===== src/rtl/lsm_pkg.sv =====
package lsm_pkg;

    // Decoded lane line state
    typedef enum logic [1:0] {
        LINE_LP00 = 2'b00,
        LINE_LP01 = 2'b01,
        LINE_HS   = 2'b10,
        LINE_LP11 = 2'b11
    } line_e;

    // Sequencer states
    typedef enum logic [2:0] {
        ST_IDLE,
        ST_STOP,
        ST_REQ,
        ST_BRIDGE,
        ST_HS
    } mon_state_e;

    // Shortest legal low state and plateau, in picoseconds
    localparam int MIN_LOW_PS = 50000;

    // Index of each timed low state in the duration counter bank
    localparam int IDX_REQ    = 0;
    localparam int IDX_BRIDGE = 1;
    localparam int N_TIMED    = 2;

endpackage


===== src/rtl/lsm_dur_ctr.sv =====
module lsm_dur_ctr #(
    parameter int W = 8
) (
    input  logic         clk,
    input  logic         rst_n,
    input  logic         clr,
    input  logic         start,
    input  logic         hold,
    output logic [W-1:0] q
);

    localparam logic [W-1:0] Q_MAX = '1;
    localparam logic [W-1:0] Q_ONE = W'(1);

    always_ff @(posedge clk or negedge rst_n) begin
        if (!rst_n) begin
            q <= '0;
        end else if (clr) begin
            q <= '0;
        end else if (start) begin
            q <= Q_ONE;
        end else if (hold && (q != Q_MAX)) begin
            q <= q + Q_ONE;
        end
    end

endmodule


===== src/rtl/lsm_evt_ctr.sv =====
module lsm_evt_ctr #(
    parameter int W = 8
) (
    input  logic         clk,
    input  logic         rst_n,
    input  logic         clear,
    input  logic         inc,
    output logic [W-1:0] q
);

    localparam logic [W-1:0] Q_MAX = '1;
    localparam logic [W-1:0] Q_ONE = W'(1);

    always_ff @(posedge clk or negedge rst_n) begin
        if (!rst_n) begin
            q <= '0;
        end else if (clear) begin
            q <= inc ? Q_ONE : '0;
        end else if (inc && (q != Q_MAX)) begin
            q <= q + Q_ONE;
        end
    end

endmodule


===== src/rtl/lsm_fsm.sv =====
module lsm_fsm
    import lsm_pkg::*;
(
    input  logic               clk,
    input  logic               rst_n,
    input  line_e              line,
    output mon_state_e         state_q,
    output logic               enter,
    output logic               skipped,
    output logic               clr_dur,
    output logic [N_TIMED-1:0] start_v,
    output logic [N_TIMED-1:0] hold_v
);

    mon_state_e nxt;
    logic       skip_req_q;

    // Next-state selection
    always_comb begin
        nxt = state_q;
        unique case (state_q)
            ST_IDLE: begin
                if (line == LINE_LP11) nxt = ST_STOP;            // T_ARM
            end
            ST_STOP: begin
                unique case (line)
                    LINE_LP01: nxt = ST_REQ;                      // T_REQUEST
                    LINE_LP00: nxt = ST_BRIDGE;                   // T_SKIP_REQ
                    LINE_HS:   nxt = ST_HS;                       // T_ENTER
                    default:   nxt = ST_STOP;
                endcase
            end
            ST_REQ: begin
                unique case (line)
                    LINE_LP00: nxt = ST_BRIDGE;                   // T_BRIDGE
                    LINE_LP11: nxt = ST_STOP;                     // T_ABORT
                    LINE_HS:   nxt = ST_HS;                       // T_ENTER
                    default:   nxt = ST_REQ;
                endcase
            end
            ST_BRIDGE: begin
                unique case (line)
                    LINE_HS:   nxt = ST_HS;                       // T_ENTER
                    LINE_LP11: nxt = ST_STOP;                     // T_ABORT
                    LINE_LP01: nxt = ST_IDLE;                     // T_DISORDER
                    default:   nxt = ST_BRIDGE;
                endcase
            end
            ST_HS: begin
                unique case (line)
                    LINE_LP11: nxt = ST_STOP;                     // T_END
                    LINE_HS:   nxt = ST_HS;
                    default:   nxt = ST_IDLE;                     // T_DISORDER
                endcase
            end
            default: nxt = ST_IDLE;
        endcase
    end

    // State register, plus the record of a skipped request state
    always_ff @(posedge clk or negedge rst_n) begin
        if (!rst_n) begin
            state_q    <= ST_IDLE;
            skip_req_q <= 1'b0;
        end else begin
            state_q <= nxt;
            if (state_q == ST_STOP && nxt == ST_BRIDGE) begin
                skip_req_q <= 1'b1;
            end else if (nxt == ST_STOP) begin
                skip_req_q <= 1'b0;
            end
        end
    end

    // Decoded controls for the datapath
    always_comb begin
        enter   = (nxt == ST_HS) &&
                  (state_q == ST_STOP || state_q == ST_REQ || state_q == ST_BRIDGE);
        skipped = enter && (state_q != ST_BRIDGE || skip_req_q);
        clr_dur = (nxt == ST_STOP) && (state_q != ST_STOP);
        start_v = '0;
        hold_v  = '0;
        start_v[IDX_REQ]    = (state_q == ST_STOP) && (nxt == ST_REQ);
        hold_v[IDX_REQ]     = (state_q == ST_REQ)  && (nxt == ST_REQ);
        start_v[IDX_BRIDGE] = (state_q == ST_STOP || state_q == ST_REQ) &&
                              (nxt == ST_BRIDGE);
        hold_v[IDX_BRIDGE]  = (state_q == ST_BRIDGE) && (nxt == ST_BRIDGE);
    end

endmodule


===== src/rtl/lsm_sot_monitor.sv =====
module lsm_sot_monitor
    import lsm_pkg::*;
#(
    parameter int SAMPLE_PS = 20000,
    parameter int DUR_W     = 8,
    parameter int CNT_W     = 8
) (
    input  logic             clk,
    input  logic             rst_n,
    input  logic [1:0]       line_state,
    input  logic             thr_wr,
    input  logic [DUR_W-1:0] thr_data,
    input  logic             clear,
    output logic             meas_valid,
    output logic [DUR_W-1:0] req_len,
    output logic [DUR_W-1:0] exit_to_hs_len,
    output logic [DUR_W-1:0] plateau_len,
    output logic             sot_fail,
    output logic             short_warn,
    output logic [CNT_W-1:0] good_cnt,
    output logic [CNT_W-1:0] fail_cnt,
    output logic             sticky_err
);

    localparam int               MIN_CLKS  = (MIN_LOW_PS + SAMPLE_PS - 1) / SAMPLE_PS;
    localparam logic [DUR_W-1:0] DEF_THR   = DUR_W'(MIN_CLKS);
    localparam logic [DUR_W-1:0] SHORT_MIN = DUR_W'(MIN_CLKS);

    line_e              line;
    mon_state_e         state_q;
    logic               enter;
    logic               skipped;
    logic               clr_dur;
    logic [N_TIMED-1:0] start_v;
    logic [N_TIMED-1:0] hold_v;
    logic [DUR_W-1:0]   dur_q [N_TIMED];
    logic [DUR_W-1:0]   thr_q;
    logic [DUR_W:0]     sum_w;
    logic [DUR_W-1:0]   sum_sat;
    logic               ent_fail;
    logic               ent_warn;
    logic [1:0]         tally_inc;
    logic [CNT_W-1:0]   tally_q [2];

    assign line = line_e'(line_state);

    lsm_fsm u_fsm (
        .clk     (clk),
        .rst_n   (rst_n),
        .line    (line),
        .state_q (state_q),
        .enter   (enter),
        .skipped (skipped),
        .clr_dur (clr_dur),
        .start_v (start_v),
        .hold_v  (hold_v)
    );

    // One duration counter per timed low state
    for (genvar g = 0; g < N_TIMED; g++) begin : g_dur
        lsm_dur_ctr #(.W(DUR_W)) u_dur (
            .clk   (clk),
            .rst_n (rst_n),
            .clr   (clr_dur),
            .start (start_v[g]),
            .hold  (hold_v[g]),
            .q     (dur_q[g])
        );
    end

    // Programmable plateau minimum
    always_ff @(posedge clk or negedge rst_n) begin
        if (!rst_n) begin
            thr_q <= DEF_THR;
        end else if (thr_wr) begin
            thr_q <= thr_data;
        end
    end

    // Entry evaluation
    always_comb begin
        sum_w    = {1'b0, dur_q[IDX_REQ]} + {1'b0, dur_q[IDX_BRIDGE]};
        sum_sat  = sum_w[DUR_W] ? '1 : sum_w[DUR_W-1:0];
        ent_fail = skipped || (sum_sat < thr_q);
        ent_warn = 1'b0;
        for (int i = 0; i < N_TIMED; i++) begin
            if (dur_q[i] != '0 && dur_q[i] < SHORT_MIN) ent_warn = 1'b1;
        end
    end

    // Published results
    always_ff @(posedge clk or negedge rst_n) begin
        if (!rst_n) begin
            meas_valid     <= 1'b0;
            req_len        <= '0;
            exit_to_hs_len <= '0;
            plateau_len    <= '0;
            sot_fail       <= 1'b0;
            short_warn     <= 1'b0;
            sticky_err     <= 1'b0;
        end else begin
            meas_valid <= enter;
            sot_fail   <= enter && ent_fail;
            short_warn <= enter && ent_warn;
            if (enter) begin
                req_len        <= dur_q[IDX_REQ];
                exit_to_hs_len <= dur_q[IDX_BRIDGE];
                plateau_len    <= skipped ? '0 : sum_sat;
            end
            if (clear) begin
                sticky_err <= enter && ent_fail;
            end else if (enter && ent_fail) begin
                sticky_err <= 1'b1;
            end
        end
    end

    // Good and failed entry totals
    assign tally_inc[0] = enter && !ent_fail;
    assign tally_inc[1] = enter && ent_fail;

    for (genvar t = 0; t < 2; t++) begin : g_tally
        lsm_evt_ctr #(.W(CNT_W)) u_tally (
            .clk   (clk),
            .rst_n (rst_n),
            .clear (clear),
            .inc   (tally_inc[t]),
            .q     (tally_q[t])
        );
    end

    assign good_cnt = tally_q[0];
    assign fail_cnt = tally_q[1];

endmodule


===== config.mk =====
export PLATFORM = sky130hd
export DESIGN_NAME = lsm_sot_monitor
export DESIGN_NICKNAME = d
export VERILOG_FILES = /design/src/rtl/lsm_pkg.sv /design/src/rtl/lsm_dur_ctr.sv /design/src/rtl/lsm_evt_ctr.sv /design/src/rtl/lsm_fsm.sv /design/src/rtl/lsm_sot_monitor.sv
export SDC_FILE = /design/constraint.sdc
export NUM_CORES = 1
export LEC_CHECK = 0
export ABC_AREA = 1
export BUFFER_PORTS_ARGS = -buffer_cell sky130_fd_sc_hd__buf_2
export CAP_MARGIN = 20
export CELL_PAD_IN_SITES_DETAIL_PLACEMENT = 0
export CELL_PAD_IN_SITES_GLOBAL_PLACEMENT = 2
export CORE_MARGIN = 2
export CORE_UTILIZATION = 37
export DETAILED_ROUTE_END_ITERATION = 10
export PLACE_DENSITY = 0.84
export SYNTH_ARGS = -nofsm -noshare
export SYNTH_HDL_FRONTEND = slang
export SYNTH_SLANG_ARGS = --single-unit
export TNS_END_PERCENT = 30

===== constraint.sdc =====
create_clock -name clk -period 5.23 [get_ports clk]
set_input_delay 0 -clock clk [delete_from_list [all_inputs] [get_ports clk]]
set_output_delay 0 -clock clk [all_outputs]
set_load 0.005 [all_outputs]

==> impl_metrics.json <==
{
  "yosysWarnings": 0,
  "vias_per_cell": 4.769,
  "drtIter0Drc": 164,
  "grt_usage": 0.1684,
  "wl_um": 9175,
  "final_util": 0.4469,
  "die_area_um2": 11710,
  "clock_latency_ns": 0.35,
  "tightest_slew_ns": 0.9223,
  "hold_depth": 3,
  "post-dp-hpwl_um": 6591,
  "setup_viol_count_final": 0,
  "numPortBuffers": 57,
  "synth-async-reset-ratio": 1.000,
  "ys_dominant_reg_cell": "dfrtp_1",
  "skew_ns": 0.01155,
  "placementRows": 38,
  "post-route-drc-count": 0,
  "fin_crit_ns": 3.229,
  "path_clk_slew_ns": 0.08,
  "cap_violations": 0,
  "ant_nets": 0,
  "p_per_area_nw_per_um2": 299.7,
  "syn_avg_cell_area_um2": 8.272,
  "wl_per_cell_um": 13.07,
  "crit_arrival_ns": 3.52,
  "grt_pass1_wl_um": 15400,
  "grt_max_degree": 73,
  "cts.sinks": 72,
  "dieWidth_um": 108.2,
  "drtPass1Iterations": 4,
  "busiest_layer": "met2",
  "dp_slack_ns": 2.012,
  "syn_inst": 486,
  "grt-ovfl-total": 0,
  "start_kind": "flip-flop",
  "path_class": "reg2reg",
  "cts_tree": "done",
  "layout.nets": 600,
  "required_ns": 5.52,
  "status": "completed",
  "synth-seq-area-share": 0.4488,
  "final_hold_viol_count": 0,
  "synth_edf_count": 0,
  "use_met1": 0.2256,
  "clock_path_buffers": 2,
  "chipHeight_um": 108.2,
  "coreArea_um2": 10700,
  "rsz0062_at_grt": "false",
  "min_path_type": "in2reg",
  "ys_ff_latch": 72,
  "vias": 3348,
  "max_freq_mhz": 309.7,
  "antenna_cells": 0,
  "drive_above_1_share": 0.1726,
  "cts_setup_buffers": 0,
  "slew-limit-headroom": 0.3851,
  "leakagePower_nw": 2.510,
  "path_max_fanout": 11,
  "postCtsHoldBufs": 11,
  "fin_setup_tns_ns": 0,
  "worst_setup_path_end_kind": "flip-flop",
  "timing.final.crit_share": 0.6174,
  "pin_count": 58,
  "ff2ff_path_depth": 19,
  "yosys.area.top_type": "dfrtp_1",
  "use_met2": 0.2673,
  "yosys.cell_types.count": 43,
  "h-tree-depth": 3,
  "cts-resized-gates": 0,
  "synth_area_leaders": "dfrtp_1 (44%), nand2_1 (12%), ha_1 (8.4%), inv_1 (4.9%), o21ai_0 (4.1%)",
  "syn_to_final_growth_pct": 18.92,
  "grt_pass1_vias": 3198,
  "syn_area_um2": 4020,
  "gp_congestion": 0.8190,
  "fin_ws_ns": 2.001,
  "numCtsBuffers": 9,
  "synth_top_area_share": 0.4357,
  "ir_worst_vdd_uv": 120.9,
  "antenna_found_initial": 0,
  "clockRootBuffer": "clkbuf_8",
  "grt_util_met3": 0.03677,
  "initial_utilization": 0.3758,
  "slew_viol_final": 0,
  "syn-num-nets": 528
}
[area by class of cell]
class	count	area, µm²
inverters	60	226.5
flip-flops and latches	72	1804
repair buffers	69	402.9
well taps	140	175.2
clock inverters	3	65.06
multi-input cells	346	1952
clock buffers	12	155.1
fillers	1060	5917
[synth_stat cells (6+ instances only)]
cell type and number:
a21oi_1 14, nor2_1 39, xor2_1 10, inv_1 52, ha_1 27, o21ai_1 8, nand3_1 30, o21ai_0 33
dfrtp_1 70, nand2_1 125, clkbuf_1 6, nor3_1 11
[critical path: stages (launching register included)]
cell and delay (ns):
dfrtp_1 0.41, ha_1 0.23, fa_1 0.39, nand2_1 0.10, nand2_1 0.07, nand3_1 0.10
nand2_1 0.12, inv_1 0.14, o21ai_0 0.10, a21o_1 0.18, ha_1 0.27, nand2_1 0.08
nor2_1 0.05, a211oi_1 0.16, nand2_1 0.14, nand3_1 0.09, nand2_1 0.23, inv_2 0.20
nand2_1 0.07, nand2_1 0.06
[metrics by stage]
step | power [mW] | hold WS, ns | cells | instance area [µm²]
after global placement | 0.9380 | 0.2097 | 676 | 4451
after detailed placement | 0.9370 | 0.2132 | 676 | 4451
final | 1.433 | 0.01321 | 702 | 4781
after global routing | 1.520 | 0.02883 | 702 | 4781
after CTS | 1.448 | 0.003204 | 702 | 4781
after floorplan | 0.8362 | -0.2956 | 486 | 4020
[where the power goes]
group | internal, mW | leakage [nW] | switching [mW]
combinational | 0.106 | 1.42 | 0.182
clock | 0.292 | 0.112 | 0.211
sequential | 0.609 | 0.979 | 0.0330
[path summary, 6_finish.rpt]
path | start | to | slack, ns
max | g_dur[1].u_dur.q[0] | g_tally[0].u_tally.q[4] | 2.00
min in group asynchronous | rst_n | thr_q[3] | 0.41
min reg2reg | req_len[0] | req_len[0] | 0.49
min | thr_wr | thr_q[3] | 0.01
max reg2reg | g_dur[1].u_dur.q[0] | g_tally[0].u_tally.q[4] | 2.00
max in group asynchronous | rst_n | u_fsm.state_q[2] | 4.23
[logic make-up (layout without fill, tap and decap cells)]
| family | after synthesis | in the layout | synth area share |
|---|---|---|---|
| AND/OR/NAND/NOR | 230 | 230 | 0.2596 |
| AO/OA/AOI/OAI | 74 | 74 | 0.1058 |
| adder cells (fa/ha/maj) | 28 | 28 | 0.08901 |
| flip-flops | 72 | 72 | 0.4488 |
| XOR/XNOR | 13 | 13 | 0.02832 |
| buffers and inverters | 68 | 144 | 0.06567 |
| multiplexers | 1 | 1 | 0.002801 |
[metal layers]
metal  part of all wire  vias to the layer above
li1                   -                     1733
met1               0.48                     1534
met2               0.45                       65
met3              0.046                       16
met4              0.020                        0
met5                  0                        -
[cells in the final DEF (no fill, tap or decap), drive strengths merged, types with 10 or more instances in the layout]
cell         instances
a21oi               15
buf                 58
clkbuf              12
dfrtp               70
dlygate4sd3         11
ha                  27
inv                 57
nand2              129
nand3               33
nor2                41
nor3                11
o21ai               41
xor2                10
[flip-flops by register name, summed over array words and instances, names as in the netlist]
signal / flops
g_dur.u_dur.q: 16
g_tally.u_tally.q: 16
exit_to_hs_len: 8
plateau_len: 8
req_len: 8
thr_q: 8
u_fsm.state_q: 3
meas_valid: 1
short_warn: 1
sot_fail: 1
sticky_err: 1
u_fsm.skip_req_q: 1
(Power assumes the default switching activity.)
